**src/rtl/memop_pkg.sv**
```systemverilog
package memop_pkg;
  typedef enum logic {
    MO_LOAD  = 1'b0,
    MO_STORE = 1'b1
  } memop_kind_e;

  function automatic int min1_clog2(input int n);
    return (n > 1) ? $clog2(n) : 1;
  endfunction
endpackage

```
**src/rtl/memop_age_track.sv**
```systemverilog
module memop_age_track #(
  parameter int N     = 5,
  parameter int AGE_W = 3,
  parameter int IDX_W = 3
) (
  input  logic                      clk,
  input  logic                      rst_n,
  input  logic [N-1:0]              busy,
  input  logic                      alloc,
  input  logic [IDX_W-1:0]          alloc_idx,
  input  logic                      free,
  input  logic [IDX_W-1:0]          free_idx,
  output logic [N-1:0][AGE_W-1:0]   age
);
  // age = number of buffered entries younger than this one
  logic [AGE_W-1:0] free_age;
  assign free_age = age[free_idx];

  always_ff @(posedge clk) begin
    for (int i = 0; i < N; i++) begin
      if (!rst_n) begin
        age[i] <= '0;
      end else if (alloc && alloc_idx == IDX_W'(i)) begin
        age[i] <= '0;
      end else if (busy[i]) begin
        age[i] <= age[i] + AGE_W'(alloc)
                  - AGE_W'(free && age[i] > free_age);
      end
    end
  end

  for (genvar a = 0; a < N; a++) begin : g_a
    for (genvar b = a + 1; b < N; b++) begin : g_b

      age_unique_chk: assert property (@(posedge clk) disable iff (!rst_n)
        (busy[a] && busy[b]) |-> (age[a] != age[b]));
    end

    age_bound_chk: assert property (@(posedge clk) disable iff (!rst_n)
      busy[a] |-> (age[a] < AGE_W'(N)));
  end
endmodule

```
**src/rtl/memop_conflict.sv**
```systemverilog
module memop_conflict #(
  parameter int N      = 5,
  parameter int NLD    = 3,
  parameter int ADDR_W = 16,
  parameter int AGE_W  = 3
) (
  input  logic [N-1:0]              busy,
  input  logic [N-1:0][ADDR_W-1:0]  addr,
  input  logic [N-1:0][AGE_W-1:0]   age,
  output logic [N-1:0]              blocked
);
  // entries 0..NLD-1 are loads, the rest stores
  for (genvar gi = 0; gi < N; gi++) begin : g_ent
    always_comb begin
      blocked[gi] = 1'b0;
      for (int j = 0; j < N; j++) begin
        if (j != gi && busy[j] && age[j] > age[gi] && addr[j] == addr[gi]
            && (j >= NLD || gi >= NLD))
          blocked[gi] = 1'b1;
      end
    end
  end
endmodule

```
**src/rtl/memop_age_pick.sv**
```systemverilog
module memop_age_pick #(
  parameter int N     = 5,
  parameter int AGE_W = 3,
  parameter int IDX_W = 3
) (
  input  logic [N-1:0]             elig,
  input  logic [N-1:0][AGE_W-1:0]  age,
  output logic                     any,
  output logic [IDX_W-1:0]         sel
);
  logic [AGE_W-1:0] best;

  always_comb begin
    any  = 1'b0;
    sel  = '0;
    best = '0;
    for (int i = 0; i < N; i++) begin
      if (elig[i] && (!any || age[i] > best)) begin
        any  = 1'b1;
        sel  = IDX_W'(i);
        best = age[i];
      end
    end
  end
endmodule

```
**src/rtl/memop_order_buf.sv**
```systemverilog
module memop_order_buf
  import memop_pkg::*;
#(
  parameter int NLD    = 3,
  parameter int NST    = 2,
  parameter int ADDR_W = 16,
  parameter int DATA_W = 32,
  parameter int PTAG_W = 4,
  localparam int TAG_W = min1_clog2((NLD > NST) ? NLD : NST)
) (
  input  logic              clk,
  input  logic              rst_n,
  input  logic              in_valid,
  output logic              in_ready,
  input  logic              in_store,
  input  logic [ADDR_W-1:0] in_base,
  input  logic [ADDR_W-1:0] in_offset,
  input  logic              in_dready,
  input  logic [DATA_W-1:0] in_data,
  input  logic [PTAG_W-1:0] in_ptag,
  output logic [TAG_W-1:0]  issue_tag,
  input  logic              bc_valid,
  input  logic [PTAG_W-1:0] bc_tag,
  input  logic [DATA_W-1:0] bc_data,
  output logic              mem_valid,
  input  logic              mem_ready,
  output logic              mem_store,
  output logic [ADDR_W-1:0] mem_addr,
  output logic [DATA_W-1:0] mem_wdata,
  input  logic [DATA_W-1:0] mem_rdata,
  output logic              res_valid,
  output logic [TAG_W-1:0]  res_tag,
  output logic [DATA_W-1:0] res_data
);
  localparam int N     = NLD + NST;
  localparam int IDX_W = min1_clog2(N);
  localparam int AGE_W = min1_clog2(N);
  localparam int LD_W  = min1_clog2(NLD);
  localparam int ST_W  = min1_clog2(NST);
  localparam logic [IDX_W-1:0] NLD_I = IDX_W'(NLD);

  logic [N-1:0]              busy_q;
  logic [N-1:0][ADDR_W-1:0]  addr_q;
  logic [DATA_W-1:0]         sdata_q [NST];
  logic [NST-1:0]            srdy_q;
  logic [PTAG_W-1:0]         sptag_q [NST];
  logic [N-1:0][AGE_W-1:0]   age;
  logic [N-1:0]              blocked, elig;

  logic              ld_free_any, st_free_any;
  logic [LD_W-1:0]   ld_free_idx;
  logic [ST_W-1:0]   st_free_idx, st_sel;
  logic              alloc, send, any;
  logic [IDX_W-1:0]  alloc_idx, sel;
  logic [ADDR_W-1:0] eff_addr;
  memop_kind_e       kind;
  logic [LD_W-1:0]   res_q;

  // lowest free buffer of each kind
  always_comb begin
    ld_free_any = 1'b0;
    ld_free_idx = '0;
    for (int i = NLD - 1; i >= 0; i--) begin
      if (!busy_q[i]) begin
        ld_free_any = 1'b1;
        ld_free_idx = LD_W'(i);
      end
    end
    st_free_any = 1'b0;
    st_free_idx = '0;
    for (int i = NST - 1; i >= 0; i--) begin
      if (!busy_q[NLD+i]) begin
        st_free_any = 1'b1;
        st_free_idx = ST_W'(i);
      end
    end
  end

  assign kind      = memop_kind_e'(in_store);
  assign in_ready  = (kind == MO_STORE) ? st_free_any : ld_free_any;
  assign issue_tag = (kind == MO_STORE) ? TAG_W'(st_free_idx) : TAG_W'(ld_free_idx);
  assign alloc     = in_valid && in_ready;
  assign alloc_idx = (kind == MO_STORE) ? (NLD_I + IDX_W'(st_free_idx))
                                        : IDX_W'(ld_free_idx);
  assign eff_addr  = in_base + in_offset;

  memop_age_track #(.N(N), .AGE_W(AGE_W), .IDX_W(IDX_W)) u_age (
    .clk(clk), .rst_n(rst_n), .busy(busy_q), .alloc(alloc), .alloc_idx(alloc_idx),
    .free(send), .free_idx(sel), .age(age));

  memop_conflict #(.N(N), .NLD(NLD), .ADDR_W(ADDR_W), .AGE_W(AGE_W)) u_conf (
    .busy(busy_q), .addr(addr_q), .age(age), .blocked(blocked));

  for (genvar g = 0; g < N; g++) begin : g_elig
    if (g < NLD) begin : g_ld
      assign elig[g] = busy_q[g] && !blocked[g];
    end else begin : g_st
      assign elig[g] = busy_q[g] && !blocked[g] && srdy_q[g-NLD];
    end
  end

  memop_age_pick #(.N(N), .AGE_W(AGE_W), .IDX_W(IDX_W)) u_pick (
    .elig(elig), .age(age), .any(any), .sel(sel));

  assign st_sel    = ST_W'(sel - NLD_I);
  assign mem_valid = any;
  assign mem_store = (sel >= NLD_I);
  assign mem_addr  = addr_q[sel];
  assign mem_wdata = mem_store ? sdata_q[st_sel] : '0;
  assign send      = mem_valid && mem_ready;

  always_ff @(posedge clk) begin
    if (!rst_n) begin
      busy_q    <= '0;
      addr_q    <= '0;
      srdy_q    <= '0;
      res_valid <= 1'b0;
      res_q     <= '0;
      for (int s = 0; s < NST; s++) begin
        sdata_q[s] <= '0;
        sptag_q[s] <= '0;
      end
    end else begin
      res_valid <= send && !mem_store;
      if (send && !mem_store) res_q <= LD_W'(sel);
      for (int i = 0; i < N; i++) begin
        if (send && sel == IDX_W'(i)) busy_q[i] <= 1'b0;
        if (alloc && alloc_idx == IDX_W'(i)) begin
          busy_q[i] <= 1'b1;
          addr_q[i] <= eff_addr;
        end
      end
      for (int s = 0; s < NST; s++) begin
        if (alloc && alloc_idx == IDX_W'(NLD + s)) begin
          sptag_q[s] <= in_ptag;
          srdy_q[s]  <= in_dready || (bc_valid && bc_tag == in_ptag);
          sdata_q[s] <= in_dready ? in_data : bc_data;
        end else if (busy_q[NLD+s] && !srdy_q[s] && bc_valid && bc_tag == sptag_q[s]) begin
          srdy_q[s]  <= 1'b1;
          sdata_q[s] <= bc_data;
        end
      end
    end
  end

  assign res_tag  = TAG_W'(res_q);
  assign res_data = mem_rdata;


  res_due_chk: assert property (@(posedge clk) disable iff (!rst_n)
    (mem_valid && mem_ready && !mem_store) |=> res_valid);

  res_quiet_chk: assert property (@(posedge clk) disable iff (!rst_n)
    !(mem_valid && mem_ready && !mem_store) |=> !res_valid);

  st_data_chk: assert property (@(posedge clk) disable iff (!rst_n)
    (mem_valid && mem_store) |-> srdy_q[st_sel]);

  stall_hold_chk: assert property (@(posedge clk) disable iff (!rst_n)
    (mem_valid && !mem_ready) |=> mem_valid);

  issue_free_chk: assert property (@(posedge clk) disable iff (!rst_n)
    alloc |-> !busy_q[alloc_idx]);
endmodule

```
**config.mk**
```make
export PLATFORM = sky130hd
export DESIGN_NAME = memop_order_buf
export DESIGN_NICKNAME = d
export VERILOG_FILES = /design/src/rtl/memop_pkg.sv /design/src/rtl/memop_age_track.sv /design/src/rtl/memop_conflict.sv /design/src/rtl/memop_age_pick.sv /design/src/rtl/memop_order_buf.sv
export SDC_FILE = /design/constraint.sdc
export NUM_CORES = 1
export LEC_CHECK = 0
export BUFFER_PORTS_ARGS = -buffer_cell sky130_fd_sc_hd__buf_2
export CAP_MARGIN = 10
export CORE_AREA = 2 2 164 150
export DETAILED_ROUTE_END_ITERATION = 12
export DIE_AREA = 0 0 166 152
export PLACE_DENSITY = 0.81
export SETUP_SLACK_MARGIN = 0.3
export SLEW_MARGIN = 25
export SYNTH_ARGS = -nofsm -noshare
export SYNTH_HDL_FRONTEND = slang
export SYNTH_SLANG_ARGS = --single-unit
export TNS_END_PERCENT = 20
```
**constraint.sdc**
```tcl
create_clock -name clk -period 9.86 [get_ports clk]
set_clock_uncertainty 0.2 [all_clocks]
set_input_delay 1.972 -clock clk [delete_from_list [all_inputs] [get_ports clk]]
set_output_delay 1.972 -clock clk [all_outputs]
set_load 0.02 [all_outputs]
```
==> impl_metrics.sql <==
INSERT INTO impl_metrics (metric_group, metric, value, unit) VALUES
('setup_path', 'critPathTopFamily', 'compound AO/OA/AOI/OAI gates', ''),
('setup_path', 'timing.reg2reg.setup_slack', '-0.45', 'ns'),
('power_and_ir_drop', 'sequential_share_of_power', '0.420', ''),
('setup_path', 'worst_r2r_startpoint', 'u_age.age[1]$_SDFFE_PP0P_', ''),
('sta', 'worst_slew_pin_slew', '1.04', 'ns'),
('finish', 'postLayoutCellArea', '14600', 'um^2'),
('power_and_ir_drop', 'static-leakage-power', '5.84', 'nW'),
('power_and_ir_drop', 'switching_power', '0.636', 'mW'),
('clocking', 'clk_transition_reported_paths', '0.07', 'ns'),
('power_and_ir_drop', 'power.density_cell_area', '135', 'nW/um^2'),
('synthesis', 'yosys_register_bits', '177', ''),
('setup_path', 'biggest_fanout_along_the_worst_timing_path', '10', ''),
('synthesis', 'post_synth.cell_area_avg', '9.57', 'um^2'),
('synthesis', 'post_synth_inst_count', '1230', ''),
('clocking', 'root_buffer', 'clkbuf_16', ''),
('placement', 'placedCellCount', '1671', ''),
('synthesis', 'yosys.area_share.adder', '0.0825', ''),
('power_and_ir_drop', 'p_int', '1.33', 'mW'),
('power_and_ir_drop', 'clock_power_frac', '0.354', ''),
('clocking', 'cts_tree', 'yes', ''),
('finish', 'diodes', '0', ''),
('outcome', 'failed_checks', 'negative setup slack', ''),
('sta', 'timing.final.ws_setup', '-0.561', 'ns'),
('placement', 'place.port_buffers', '166', ''),
('synthesis', 'synth.distinct_cells', '70', ''),
('placement', 'post_dp_cell_area', '13100', 'um^2'),
('grt', 'first_pass_grt_wire_length', '58200', 'um'),
('run', 'max_cap_viol_count', '0', ''),
('synthesis', 'postSynthNetCount', '1447', ''),
('die', 'boundaryPins', '231', ''),
('routing', 'vias', '10930', ''),
('hold_path', 'min_delay_path_depth', '2', ''),
('placement', 'pre_cts_slack', '-0.269', 'ns'),
('setup_path', 'worst_setup_path_start_kind', 'flop', ''),
('grt', 'globalRoute.totalOverflow', '0', ''),
('setup_path', 'worstSetupPathType', 'flop to output port', ''),
('die', 'core_region_area', '23700', 'um^2'),
('routing', 'viasPerCell', '6.30', ''),
('synthesis', 'synthArstFlopShare', '0', ''),
('routing', 'drt_first_iter_violations', '1410', ''),
('synthesis', 'synth_edf_count', '72', ''),
('clocking', 'insertion_delay', '0.45', 'ns'),
('sta', 'period_needed', '10.42', 'ns'),
('setup_path', 'cp_num_buf_inv', '10', ''),
('power_and_ir_drop', 'share_comb_of_total_power', '0.226', ''),
('power_and_ir_drop', 'ir_drop', '113', 'uV'),
('synthesis', 'synth_compound_area_frac', '0.209', ''),
('setup_path', 'timing.critical_path.slowest_stage_cell', 'dfxtp_2', ''),
('setup_path', 'timing.critical_path.required', '7.69', 'ns'),
('synthesis', 'synth_top_family_by_area', 'compound AO/OA/AOI/OAI gates', ''),
('outcome', 'run_status', 'finished, violations left', ''),
('finish', 'post_layout_nonfiller_instances', '1736', ''),
('die', 'die_area', '25200', 'um^2'),
('setup_path', 'critical_path.max_stage_delay', '0.38', 'ns'),
('grt', 'number_of_global_route_vias_before_repair', '10531', ''),
('synthesis', 'yosysSeqAreaShare', '0.362', ''),
('placement', 'routabilityCongestion', '1.07', ''),
('grt', 'most_used_layer_global_route', 'met2', ''),
('sta', 'setup-violations-final', '59', ''),
('grt', 'grt_util_met1', '0.394', ''),
('sta', 'unrepaired_setup_endpoints_after_global_routing', 'yes', ''),
('die', 'placement_rows', '54', ''),
('finish', 'flow.area_growth_from_synthesis', '24.0', '%'),
('finish', 'utilization', '0.615', ''),
('clocking', 'clk_path_buf_depth', '2', ''),
('grt', 'grt_util_met2', '0.446', ''),
('synthesis', 'synth_area', '11800', 'um^2'),
('setup_path', 'worst-endpoint-arrival', '8.25', 'ns'),
('setup_path', 'timing.rr.end', 'u_age.age[14]$_SDFFE_PP0P_', ''),
('synthesis', 'synth-xor-area-share', '0.107', ''),
('setup_path', 'timing.critical_path.depth', '47', '');
-- cells by family (layout without fill, tap and decap cells) --
family	Yosys count	count (layout)
simple gates	291	291
buf+inv	193	391
xor+xnor	144	144
fa+ha+maj	74	74
mux	34	34
flops	177	177
compound gates	317	317
-- cell usage after synthesis (3+ instances only) --
cell type / number
fa_1: 6
and3b_1: 4
a22o_1: 134
a211oi_2: 4
buf_1: 5
a222oi_1: 16
buf_4: 37
ha_1: 68
xor2_1: 13
and3_1: 4
o21ai_0: 66
and2_1: 6
xnor2_1: 131
mux2i_1: 30
clkbuf_1: 41
nor3_1: 8
edfxtp_1: 72
or2_2: 3
buf_2: 20
a21o_1: 4
nand2_1: 119
a221oi_1: 3
mux2_2: 4
nor4_1: 6
buf_6: 13
nand4_1: 31
a21boi_0: 19
nor2b_1: 15
dfxtp_1: 105
nor2_1: 44
nand3_1: 25
inv_1: 76
nor4_4: 4
a211o_1: 4
a31oi_1: 16
a21oi_1: 15
nand2b_1: 9
-- layer usage --
layer,share of wire,up-vias
li1,-,4818
met1,0.40,5192
met2,0.44,762
met3,0.12,156
met4,0.040,2
met5,0.00028,-
-- power by group through the flow --
stage          registers, mW  clock network [mW]  logic, mW
2_1_floorplan          0.833                   0      0.288
3_3_place_gp           0.838                   0      0.390
3_5_place_dp           0.840                   0      0.399
4_1_cts                0.824               0.696      0.419
5_1_grt                0.828               0.723      0.471
6_report               0.825               0.695      0.445
-- what timing repair did --
item | 4_1_cts | 5_1_grt
endpoints found under the setup margin | 62 | 64
gates resized for setup | 93 | 71
setup buffers | 25 | 6
gates cloned | 2 | 0
pin swaps | 31 | 31
-- state kept, by name, summed over array words and instances, names as in the netlist --
signal / cells
addr_q: 80
busy_q: 5
res_tag: 2
res_valid: 1
sdata_q: 64
sptag_q: 8
srdy_q: 2
u_age.age: 15
-- stage by stage --
step	TNS (ns)	total power, mW	hold WS (ns)
floorplan	0	1.12	0.268
CTS	-1.60	1.94	0.308
global placement	0	1.23	0.285
detailed placement	-4.77	1.24	0.296
global route	-32.41	2.02	0.335
finish	-18.39	1.96	0.310
-- worst min path at each step --
| stage | startpoint | end | slack [ns] |
|---|---|---|---|
| after detailed placement | addr_q[31]$_SDFFE_PN0P_ | addr_q[31]$_SDFFE_PN0P_ | 0.30 |
| after CTS | addr_q[31]$_SDFFE_PN0P_ | addr_q[31]$_SDFFE_PN0P_ | 0.31 |
| after floorplan | addr_q[15]$_SDFFE_PN0P_ | addr_q[15]$_SDFFE_PN0P_ | 0.27 |
| after global placement | addr_q[15]$_SDFFE_PN0P_ | addr_q[15]$_SDFFE_PN0P_ | 0.29 |
| after global routing | res_tag[1]$_SDFFE_PN0P_ | res_tag[1]$_SDFFE_PN0P_ | 0.34 |
| final | addr_q[15]$_SDFFE_PN0P_ | addr_q[15]$_SDFFE_PN0P_ | 0.31 |
-- cell type report --
cell class                      count  area, um^2
Clock buffer                       17         425
Clock inverter                     15         179
Fill cell                        1794        9120
Inverter                           77         297
Multi-Input combinational cell    860        7080
Sequential cell                   177        4270
Tap cell                          308         385
Timing Repair Buffer              282        1950
-- cell usage in the layout, fill, tap and decap left out, types with 13 or more instances in the layout --
cell type	netlist	routed
a222oi_1	16	16
xnor2_1	131	130
nand4_1	31	31
dfxtp_1	105	101
a31oi_1	16	13
nand2_1	119	116
a22o_1	134	134
ha_4	0	15
buf_4	37	136
ha_1	68	50
clkbuf_16	0	18
a21boi_2	0	14
mux2i_1	30	15
nand3_1	25	25
mux2i_2	0	15
xor2_1	13	13
inv_1	76	69
edfxtp_1	72	72
nor2_1	44	39
o21ai_0	66	47
buf_2	20	129
-- tightest hold or removal path, cell delays in order, from the launching register on --
cell,delay [ns]
dfxtp_1,0.36
nand2_1,0.07
nand2_1,0.04
Note: power is estimated with default switching activity, not from simulation.
